==> src/rtl/card_rx_pkg.sv <==
package card_rx_pkg;
  typedef struct packed {
    logic push;
    logic pop;
    logic flush;
  } fifoCtl_t;
endpackage

==> src/rtl/card_rx_store.sv <==
module card_rx_store
  import card_rx_pkg::*;
#(
  parameter int DEPTH = 16,
  parameter int DW    = 8
) (
  input  logic          clk,
  input  logic          rstN,
  input  fifoCtl_t      ctl,
  input  logic [DW-1:0] wrData,
  input  logic          wrParOk,
  input  logic          parChkEn,
  output logic [DW:0]   rdWord,
  output logic [$clog2(DEPTH+1)-1:0] count,
  output logic          full,
  output logic          empty
);
  localparam int AW = $clog2(DEPTH);
  localparam int CW = $clog2(DEPTH + 1);

  logic [DW:0]   mem [DEPTH];
  logic [AW-1:0] wrPtr, rdPtr;

  function automatic logic [AW-1:0] nextPtr(input logic [AW-1:0] p);
    return (p == AW'(DEPTH - 1)) ? '0 : p + 1'b1;
  endfunction

  always_ff @(posedge clk) begin
    if (ctl.push) mem[wrPtr] <= {wrParOk | ~parChkEn, wrData};
  end

  always_ff @(posedge clk or negedge rstN) begin
    if (!rstN) begin
      wrPtr <= '0;
      rdPtr <= '0;
      count <= '0;
    end else if (ctl.flush) begin
      wrPtr <= '0;
      rdPtr <= '0;
      count <= '0;
    end else begin
      if (ctl.push) wrPtr <= nextPtr(wrPtr);
      if (ctl.pop)  rdPtr <= nextPtr(rdPtr);
      case ({ctl.push, ctl.pop})
        2'b10:   count <= count + 1'b1;
        2'b01:   count <= count - 1'b1;
        default: count <= count;
      endcase
    end
  end

  assign rdWord = mem[rdPtr];
  assign full   = (count == CW'(DEPTH));
  assign empty  = (count == '0);
endmodule

==> src/rtl/card_rx_ctrl.sv <==
module card_rx_ctrl
  import card_rx_pkg::*;
#(
  parameter int DEPTH  = 16,
  parameter int TRIG_W = 4
) (
  input  logic              clk,
  input  logic              rstN,
  input  logic              ifReset,
  input  logic              wrStrobe,
  input  logic              rdData,
  input  logic              rdIntStat,
  input  logic [TRIG_W-1:0] trigLevel,
  input  logic              maskRdy,
  input  logic              maskOvf,
  input  logic [$clog2(DEPTH+1)-1:0] count,
  input  logic              full,
  input  logic              empty,
  output fifoCtl_t          ctl,
  output logic              rdyFlag,
  output logic              ovfFlag,
  output logic              irq
);
  localparam int CW = $clog2(DEPTH + 1);
  localparam int XW = (CW > TRIG_W) ? CW : TRIG_W;

  logic overTrig;
  logic ovfEvent;

  assign overTrig  = XW'(count) > XW'(trigLevel);
  assign ovfEvent  = wrStrobe & full;
  assign ctl.flush = ifReset;
  assign ctl.push  = wrStrobe & ~full & ~ifReset;
  assign ctl.pop   = rdData & ~empty & ~ifReset;

  always_ff @(posedge clk or negedge rstN) begin
    if (!rstN) begin
      rdyFlag <= 1'b0;
      ovfFlag <= 1'b0;
    end else if (ifReset) begin
      rdyFlag <= 1'b0;
      ovfFlag <= 1'b0;
    end else begin
      if (rdData)        rdyFlag <= 1'b0;
      else if (overTrig) rdyFlag <= 1'b1;
      if (ovfEvent)       ovfFlag <= 1'b1;
      else if (rdIntStat) ovfFlag <= 1'b0;
    end
  end

  assign irq = (rdyFlag & ~maskRdy) | (ovfFlag & ~maskOvf);
endmodule

==> src/rtl/card_rx_fifo.sv <==
module card_rx_fifo
  import card_rx_pkg::*;
#(
  parameter int DEPTH  = 16,
  parameter int DW     = 8,
  parameter int TRIG_W = 4
) (
  input  logic              clk,
  input  logic              rstN,
  input  logic              ifReset,
  input  logic              wrStrobe,
  input  logic [DW-1:0]     wrData,
  input  logic              wrParOk,
  input  logic              rdData,
  input  logic              rdIntStat,
  input  logic              parChkEn,
  input  logic [TRIG_W-1:0] trigLevel,
  input  logic              maskRdy,
  input  logic              maskOvf,
  output logic [DW:0]       rdWord,
  output logic              fifoFull,
  output logic              fifoEmpty,
  output logic              rdyFlag,
  output logic              ovfFlag,
  output logic              irq
);
  localparam int CW = $clog2(DEPTH + 1);

  fifoCtl_t      ctl;
  logic [CW-1:0] count;

  card_rx_ctrl #(.DEPTH(DEPTH), .TRIG_W(TRIG_W)) u_ctrl (
    .clk(clk), .rstN(rstN), .ifReset(ifReset), .wrStrobe(wrStrobe),
    .rdData(rdData), .rdIntStat(rdIntStat), .trigLevel(trigLevel),
    .maskRdy(maskRdy), .maskOvf(maskOvf), .count(count),
    .full(fifoFull), .empty(fifoEmpty), .ctl(ctl),
    .rdyFlag(rdyFlag), .ovfFlag(ovfFlag), .irq(irq)
  );

  card_rx_store #(.DEPTH(DEPTH), .DW(DW)) u_store (
    .clk(clk), .rstN(rstN), .ctl(ctl), .wrData(wrData),
    .wrParOk(wrParOk), .parChkEn(parChkEn), .rdWord(rdWord),
    .count(count), .full(fifoFull), .empty(fifoEmpty)
  );
endmodule

==> config.mk <==
export PLATFORM = sky130hd
export DESIGN_NAME = card_rx_fifo
export DESIGN_NICKNAME = d
export VERILOG_FILES = /design/src/rtl/card_rx_pkg.sv /design/src/rtl/card_rx_store.sv /design/src/rtl/card_rx_ctrl.sv /design/src/rtl/card_rx_fifo.sv
export SDC_FILE = /design/constraint.sdc
export NUM_CORES = 1
export LEC_CHECK = 0
export CAP_MARGIN = 20
export CORE_MARGIN = 2
export CORE_UTILIZATION = 54
export DETAILED_ROUTE_END_ITERATION = 6
export PLACE_DENSITY_LB_ADDON = 0.25
export SLEW_MARGIN = 15
export SYNTH_ARGS = -nofsm -noshare
export SYNTH_HDL_FRONTEND = slang
export SYNTH_SLANG_ARGS = --single-unit
==> constraint.sdc <==
create_clock -name clk -period 2.8 [get_ports clk]
set_clock_uncertainty 0.05 [all_clocks]
set_input_delay 0.28 -clock clk [delete_from_list [all_inputs] [get_ports clk]]
set_output_delay 0.28 -clock clk [all_outputs]
set_load 0.01 [all_outputs]
==> results of run 1 <==
synthesized netlist by cell type, drive strengths merged, types with 2 or more instances:
master and count:
a22oi 9, o21ai 14, nand4 2, nor3 7
a21oi 7, nor4 3, nor2 23, o21bai 3
a211oi 2, nand2 18, nor2b 4, a221oi 18
nand2b 3, ha 12, and2 3, mux4 18
mux2i 41, edfxtp 144, dfrtp 15, clkbuf 9
mux2 2, inv 15, o21a 2, a31oi 3
or3 2, and2b 2, o211ai 2, buf 12
layer usage:
layer	GRT usage, %	up-vias	wire [um]
met3	6.28	28	833
met1	32.5	1999	6230
li1	-	1771	-
met5	0	-	0
met2	38.3	146	7470
met4	8.81	0	342
what timing repair did:
action	CTS	global route
pin swaps	2	4
cloned	1	0
hold endpoints to repair	0	0
setup buffers	1	3
resized for setup	14	20
setup endpoints to repair	9	7
per-stage QoR:
stage	TNS [ns]	cells	instance area (sq um)	utilization [%]	hold slack (ns)
floorplan	0	408	6760	-	-0.0656
global placement	0	629	7520	62.1	0.460
detailed placement	0	629	7520	62.1	0.473
CTS	-0.381	662	8170	67.5	0.263
global route	-0.267	665	8290	68.5	0.314
finish	-0.00575	665	8290	68.5	0.255
area by class of cell:
type	instances	share of cell area [%]
tap	168	2.54
timing repair buffer	79	8.93
inverter	16	0.724
clock inverter	11	1.39
clock buffer	20	5.27
sequential	159	56.8
multi-input combinational	212	24.4
where the power goes:
group	switching, uW	leakage (uW)	internal [uW]	total [uW]
Sequential	84.6	0.00149	2670	2750
Clock	894	0.000266	1300	2190
Combinational	766	0.00113	841	1610
worst register-to-register path, stage by stage, from the launching register on:
cell and delay, ns:
dfrtp_2 0.44, or4_4 0.57, o21ai_4 0.16, or3_4 0.15
inv_1 0.08, ha_4 0.23, and2b_2 0.20, o21a_1 0.19
or3_1 0.34, a31oi_1 0.14
worst paths after layout:
kind | startpoint | endpoint | slack, ns | cells after the start
worst max register to register | u_store.count[0]$_DFFE_PN0P_ | u_store.count[4]$_DFFE_PN0P_ | 0.19 | 9
min in group clk | rdIntStat | u_ctrl.ovfFlag$_DFFE_PN0P_ | 0.47 | 3
max in group asynchronous | rstN | u_store.rdPtr[0]$_DFFE_PN0P_ | 1.87 | 1
worst min-delay path | rstN | u_ctrl.rdyFlag$_DFFE_PN0P_ | 0.26 | 1
worst min register to register | u_ctrl.rdyFlag$_DFFE_PN0P_ | u_ctrl.rdyFlag$_DFFE_PN0P_ | 0.48 | 1
worst max-delay path | u_store.rdPtr[2]$_DFFE_PN0P_ | rdWord[2] | -0.006 | 7
sequential cells by signal, indices dropped and copies added, names as in the netlist:
name            count
u_store.rdPtr       4
u_ctrl.ovfFlag      1
u_store.mem       144
u_store.count       5
u_ctrl.rdyFlag      1
u_store.wrPtr       4
kinds of logic after synthesis:
logic type	Yosys count
AOI/OAI and AO/OA	68
and+or+nand+nor	68
buffers and inverters	37
muxes	61
adders and majority gates	13
xor gates and xnor gates	2
DFF	159
==> results.sh, run 1 <==
export IMPL_status="finished with violations"
export IMPL_violations="negative setup slack"
export IMPL_yosys_register_bits=159
export IMPL_first_iter_violations=509
export IMPL_yosys_area_top_type_share_pct=64.0
export IMPL_yosys_area_share_simple_pct=5.02
export IMPL_netlist_cell_type_count=49
export IMPL_preCtsSetupSlack_ns=0.0293
export IMPL_detail_route_wl_per_cell_um=22.4
export IMPL_synthMuxAreaShare_pct=12.5
export IMPL_clock_latency_ns=0.43
export IMPL_globalRouteTotalUtil_pct=24.1
export IMPL_fin_crit_ns=2.81
export IMPL_synthFlopType="edfxtp_1"
export IMPL_core_area_sq_um=12100
export IMPL_yosys_top_cells_area="edfxtp_1 64%, mux2i_1 6.1%, mux4_2 6.0%"
export IMPL_htreeDepth=4
export IMPL_path_max_fanout=13
export IMPL_max_freq_ghz=0.356
export IMPL_crit_buf_inv=3
export IMPL_synth_top_area_cell="edfxtp_1"
export IMPL_drt_wl_total_um=14900
export IMPL_end_kind="primary output"
export IMPL_start_util_pct=55.8
export IMPL_layout_commonest_cell="edfxtp_1"
export IMPL_synth_xor_area_share_pct=0.259
export IMPL_area_delta_synth_final_pct=22.7
export IMPL_cts_root_buf="clkbuf_16"
export IMPL_grt_pass1_vias=3920
export IMPL_synth_compound_area_share_pct=7.51
export IMPL_clock_sinks=159
export IMPL_drv_slew=0
export IMPL_synthCells=408
export IMPL_multiInputGateArea_sq_um=2020
export IMPL_place_congestion=0.837
export IMPL_num_vias=3944
export IMPL_hpwlAfterDp_um=9350
export IMPL_worstPathCellList="buf_4 -> and2_1 -> buf_4 -> a221oi_2 -> o21ai_0 -> nand2_1 -> clkdlybuf4s50_1"
export IMPL_critical_path_class="reg2out"
export IMPL_synth_top_family_by_area="multiplexers"
export IMPL_grt_first_pass_wirelength_um=22800
export IMPL_syn_num_nets=443
export IMPL_die_h_um=116
export IMPL_n_antenna_cell=0
export IMPL_synthesis_area_sq_um=6760
export IMPL_fin_nets=520
export IMPL_max_cap_violations=0
export IMPL_critPathLaunchType="flop"
export IMPL_layout_common_cells="144 x edfxtp_1, 41 x mux2i_1, 40 x buf_4"
export IMPL_async_reset_ff_share_pct=9.43
export IMPL_synth_avg_cell_area_sq_um=16.6
export IMPL_ant_nets=0
export IMPL_grt_overflow_total=0
export IMPL_row_count=40
export IMPL_die_x_um=116
export IMPL_leakage_uw=0.00289
export IMPL_clock_path_buffers=2
export IMPL_antenna_found_initial=0
export IMPL_cp_slowest_cell="clkdlybuf4s50_1"
export IMPL_synth_edf_count=144
export IMPL_hold_class="in2async"
export IMPL_worst_pin_slew_ns=0.775
export IMPL_setup_viol=1
export IMPL_hold_viol_final=0
export IMPL_vdd_drop_max_mv=0.538
export IMPL_synthAdderAreaFrac_pct=2.52
export IMPL_setup_slack_ns=-0.00575
export IMPL_path_delay_family="buffers and inverters"
export IMPL_critPathMaxStageDelay_ns=0.53
export IMPL_arrival_ns=2.48
export IMPL_boundaryPins=36
export IMPL_fin_crit_sh_pct=100
export IMPL_n_fill_cell=850
export IMPL_drive_gt1_share_pct=24.3
export IMPL_clkTransAtPathRegs_ns=0.06
export IMPL_ys_warn_count=0
export IMPL_cts_buffers=17
export IMPL_grt_start_max_net_pins=22
export IMPL_cts_hold_buffers_added=0
export IMPL_cp_required_ns=2.47
export IMPL_crit_path_frequent_cell="buf_4"
export IMPL_fp_dieArea_sq_um=13400
export IMPL_port_buffer_count=35
export IMPL_drc=0
export IMPL_cts_tree="built"
export IMPL_total_power_uw=6550
export IMPL_register_area_sq_um=4710
export IMPL_rsz0062_at_grt="yes"
export IMPL_powerDensity_nw_per_um2=790
export IMPL_ys_seq_area_share_pct=69.5
export IMPL_drtPass1Iterations=5
export IMPL_vias_per_cell=5.93
export IMPL_max_slew_margin_pct=48.2
Power figures use the tool's default switching activity.
==> run 2, diff against run 1 <==
- TNS_END_PERCENT: not set -> 1
==> run 2 against run 1 <==
Effect of this change: the flow still finishes with violations (negative setup slack); clock-buffer cell count is the same; worst setup slack worse by 0.027 ns; largest cell class unchanged; die area unchanged.
==> results.sh, run 2 (synthesis results as in run 1) <==
export IMPL_critPathMaxStageDelay_ns=0.54
export IMPL_antenna_found_initial=0
export IMPL_arrival_ns=2.50
export IMPL_reg_top3="u_store.mem (144), u_store.count (5)"
export IMPL_layout_commonest_cell="edfxtp_1"
export IMPL_cts_tree="built"
export IMPL_violations="negative setup slack"
export IMPL_cts_buffers=17
export IMPL_n_antenna_cell=0
export IMPL_final_cell_count_no_fill=663
export IMPL_vdd_drop_max_mv=0.546
export IMPL_cp_required_ns=2.47
export IMPL_worst_pin_slew_ns=0.751
export IMPL_clock_latency_ns=0.42
export IMPL_critPathLaunchType="flop"
export IMPL_critical_path_class="reg2out"
export IMPL_cp_slowest_cell="mux4_2"
export IMPL_grt_start_max_net_pins=22
export IMPL_clock_sinks=159
export IMPL_row_count=40
export IMPL_post_dp_cell_area_sq_um=7520
export IMPL_regMostFlops="u_store.mem"
export IMPL_clock_path_buffers=2
export IMPL_globalRouteTotalUtil_pct=24.1
export IMPL_area_delta_synth_final_pct=21.7
export IMPL_core_area_sq_um=12100
export IMPL_setup_viol=3
export IMPL_vias_per_cell=5.92
export IMPL_detail_route_wl_per_cell_um=22.4
export IMPL_cts_root_buf="clkbuf_16"
export IMPL_powerDensity_nw_per_um2=789
export IMPL_fin_crit_ns=2.83
export IMPL_hold_viol_final=0
export IMPL_die_x_um=116
export IMPL_num_vias=3926
export IMPL_status="finished with violations"
export IMPL_setup_slack_ns=-0.0325
export IMPL_max_cap_violations=0
export IMPL_drive_gt1_share_pct=23.2
export IMPL_htreeDepth=4
export IMPL_port_buffer_count=35
export IMPL_die_h_um=116
export IMPL_grt_first_pass_wirelength_um=22800
export IMPL_whs_ns=0.249
export IMPL_worstPathCellList="buf_12 -> mux4_2 -> a22oi_1 -> nand2_1 -> clkdlybuf4s50_1"
export IMPL_path_max_fanout=13
export IMPL_first_iter_violations=496
export IMPL_drt_wl_total_um=14900
export IMPL_max_slew_margin_pct=49.8
export IMPL_largest_reg_flops=144
export IMPL_rsz0062_at_grt="yes"
export IMPL_layout_common_cells="144 x edfxtp_1, 41 x mux2i_1, 38 x buf_4"
export IMPL_design_area_sq_um=8230
export IMPL_preCtsSetupSlack_ns=0.0293
export IMPL_dp_cells=629
export IMPL_max_freq_ghz=0.353
export IMPL_boundaryPins=36
export IMPL_drtPass1Iterations=5
export IMPL_place_congestion=0.837
export IMPL_ant_nets=0
export IMPL_n_fill_cell=864
export IMPL_fin_crit_sh_pct=101
export IMPL_fp_dieArea_sq_um=13400
export IMPL_fin_nets=518
export IMPL_clkTransAtPathRegs_ns=0.06
export IMPL_end_kind="primary output"
export IMPL_hpwlAfterDp_um=9350
export IMPL_start_util_pct=55.8
export IMPL_drv_slew=0
export IMPL_cts_hold_buffers_added=0
export IMPL_grt_pass1_vias=3925
export IMPL_total_power_uw=6500
export IMPL_leakage_uw=0.00287
export IMPL_hold_class="in2async"
export IMPL_grt_overflow_total=0
export IMPL_drc=0
## run 2: power breakdown
group,total [uW],internal [uW],switching (uW)
sequential,2750,2670,85.8
clock,2180,1300,884
combinational,1560,803,754
total,6500,4770,1720
## run 2: path summary, 6_finish.rpt
kind	from	to	slack, ns	depth (start not counted)
max in group asynchronous	rstN	u_store.rdPtr[0]$_DFFE_PN0P_	1.90	1
min	rstN	u_ctrl.rdyFlag$_DFFE_PN0P_	0.25	1
min reg2reg	u_ctrl.rdyFlag$_DFFE_PN0P_	u_ctrl.rdyFlag$_DFFE_PN0P_	0.48	1
min in group clk	rdIntStat	u_ctrl.ovfFlag$_DFFE_PN0P_	0.47	3
max	u_store.rdPtr[0]$_DFFE_PN0P_	rdWord[4]	-0.03	5
max reg2reg	u_store.count[0]$_DFFE_PN0P_	u_store.count[4]$_DFFE_PN0P_	0.10	9
## run 2: critical path: cells and delay by family (launching register included)
kind	cells	cell delay, ns
AOI/OAI and AO/OA	1	0.24
buffers and inverters	2	0.69
DFF	1	0.51
muxes	1	0.54
and+or+nand+nor	1	0.09
## run 2: layer usage
metal,global-route usage (%),routed length [um],vias up
met5,0,0,-
met4,8.81,313,0
met3,6.33,970,23
met2,38.6,7500,137
met1,32.1,6070,2002
li1,-,-,1764
## run 2: layout make-up
class,count,area (sq um),area share (%)
tap,168,210,2.55
clock buffer,20,437,5.31
clock inverter,11,115,1.40
multi-input combinational,212,1980,24.1
timing repair buffer,77,721,8.76
sequential,159,4710,57.2
inverter,16,60.1,0.730
## run 2: what timing repair did
action | CTS | global route
cloned | 1 | 0
pin swaps | 2 | 3
resized for setup | 13 | 14
buffers inserted | 1 | 1
setup endpoints to repair | 9 | 7
## run 2: through the flow
| stage | util (%) | TNS, ns |
|---|---|---|
| 2_1_floorplan | - | 0 |
| 5_1_grt | 68.0 | -0.347 |
| 4_1_cts | 67.4 | -0.379 |
| 3_3_place_gp | 62.1 | 0 |
| 3_5_place_dp | 62.1 | 0 |
| 6_report | 68.0 | -0.0560 |
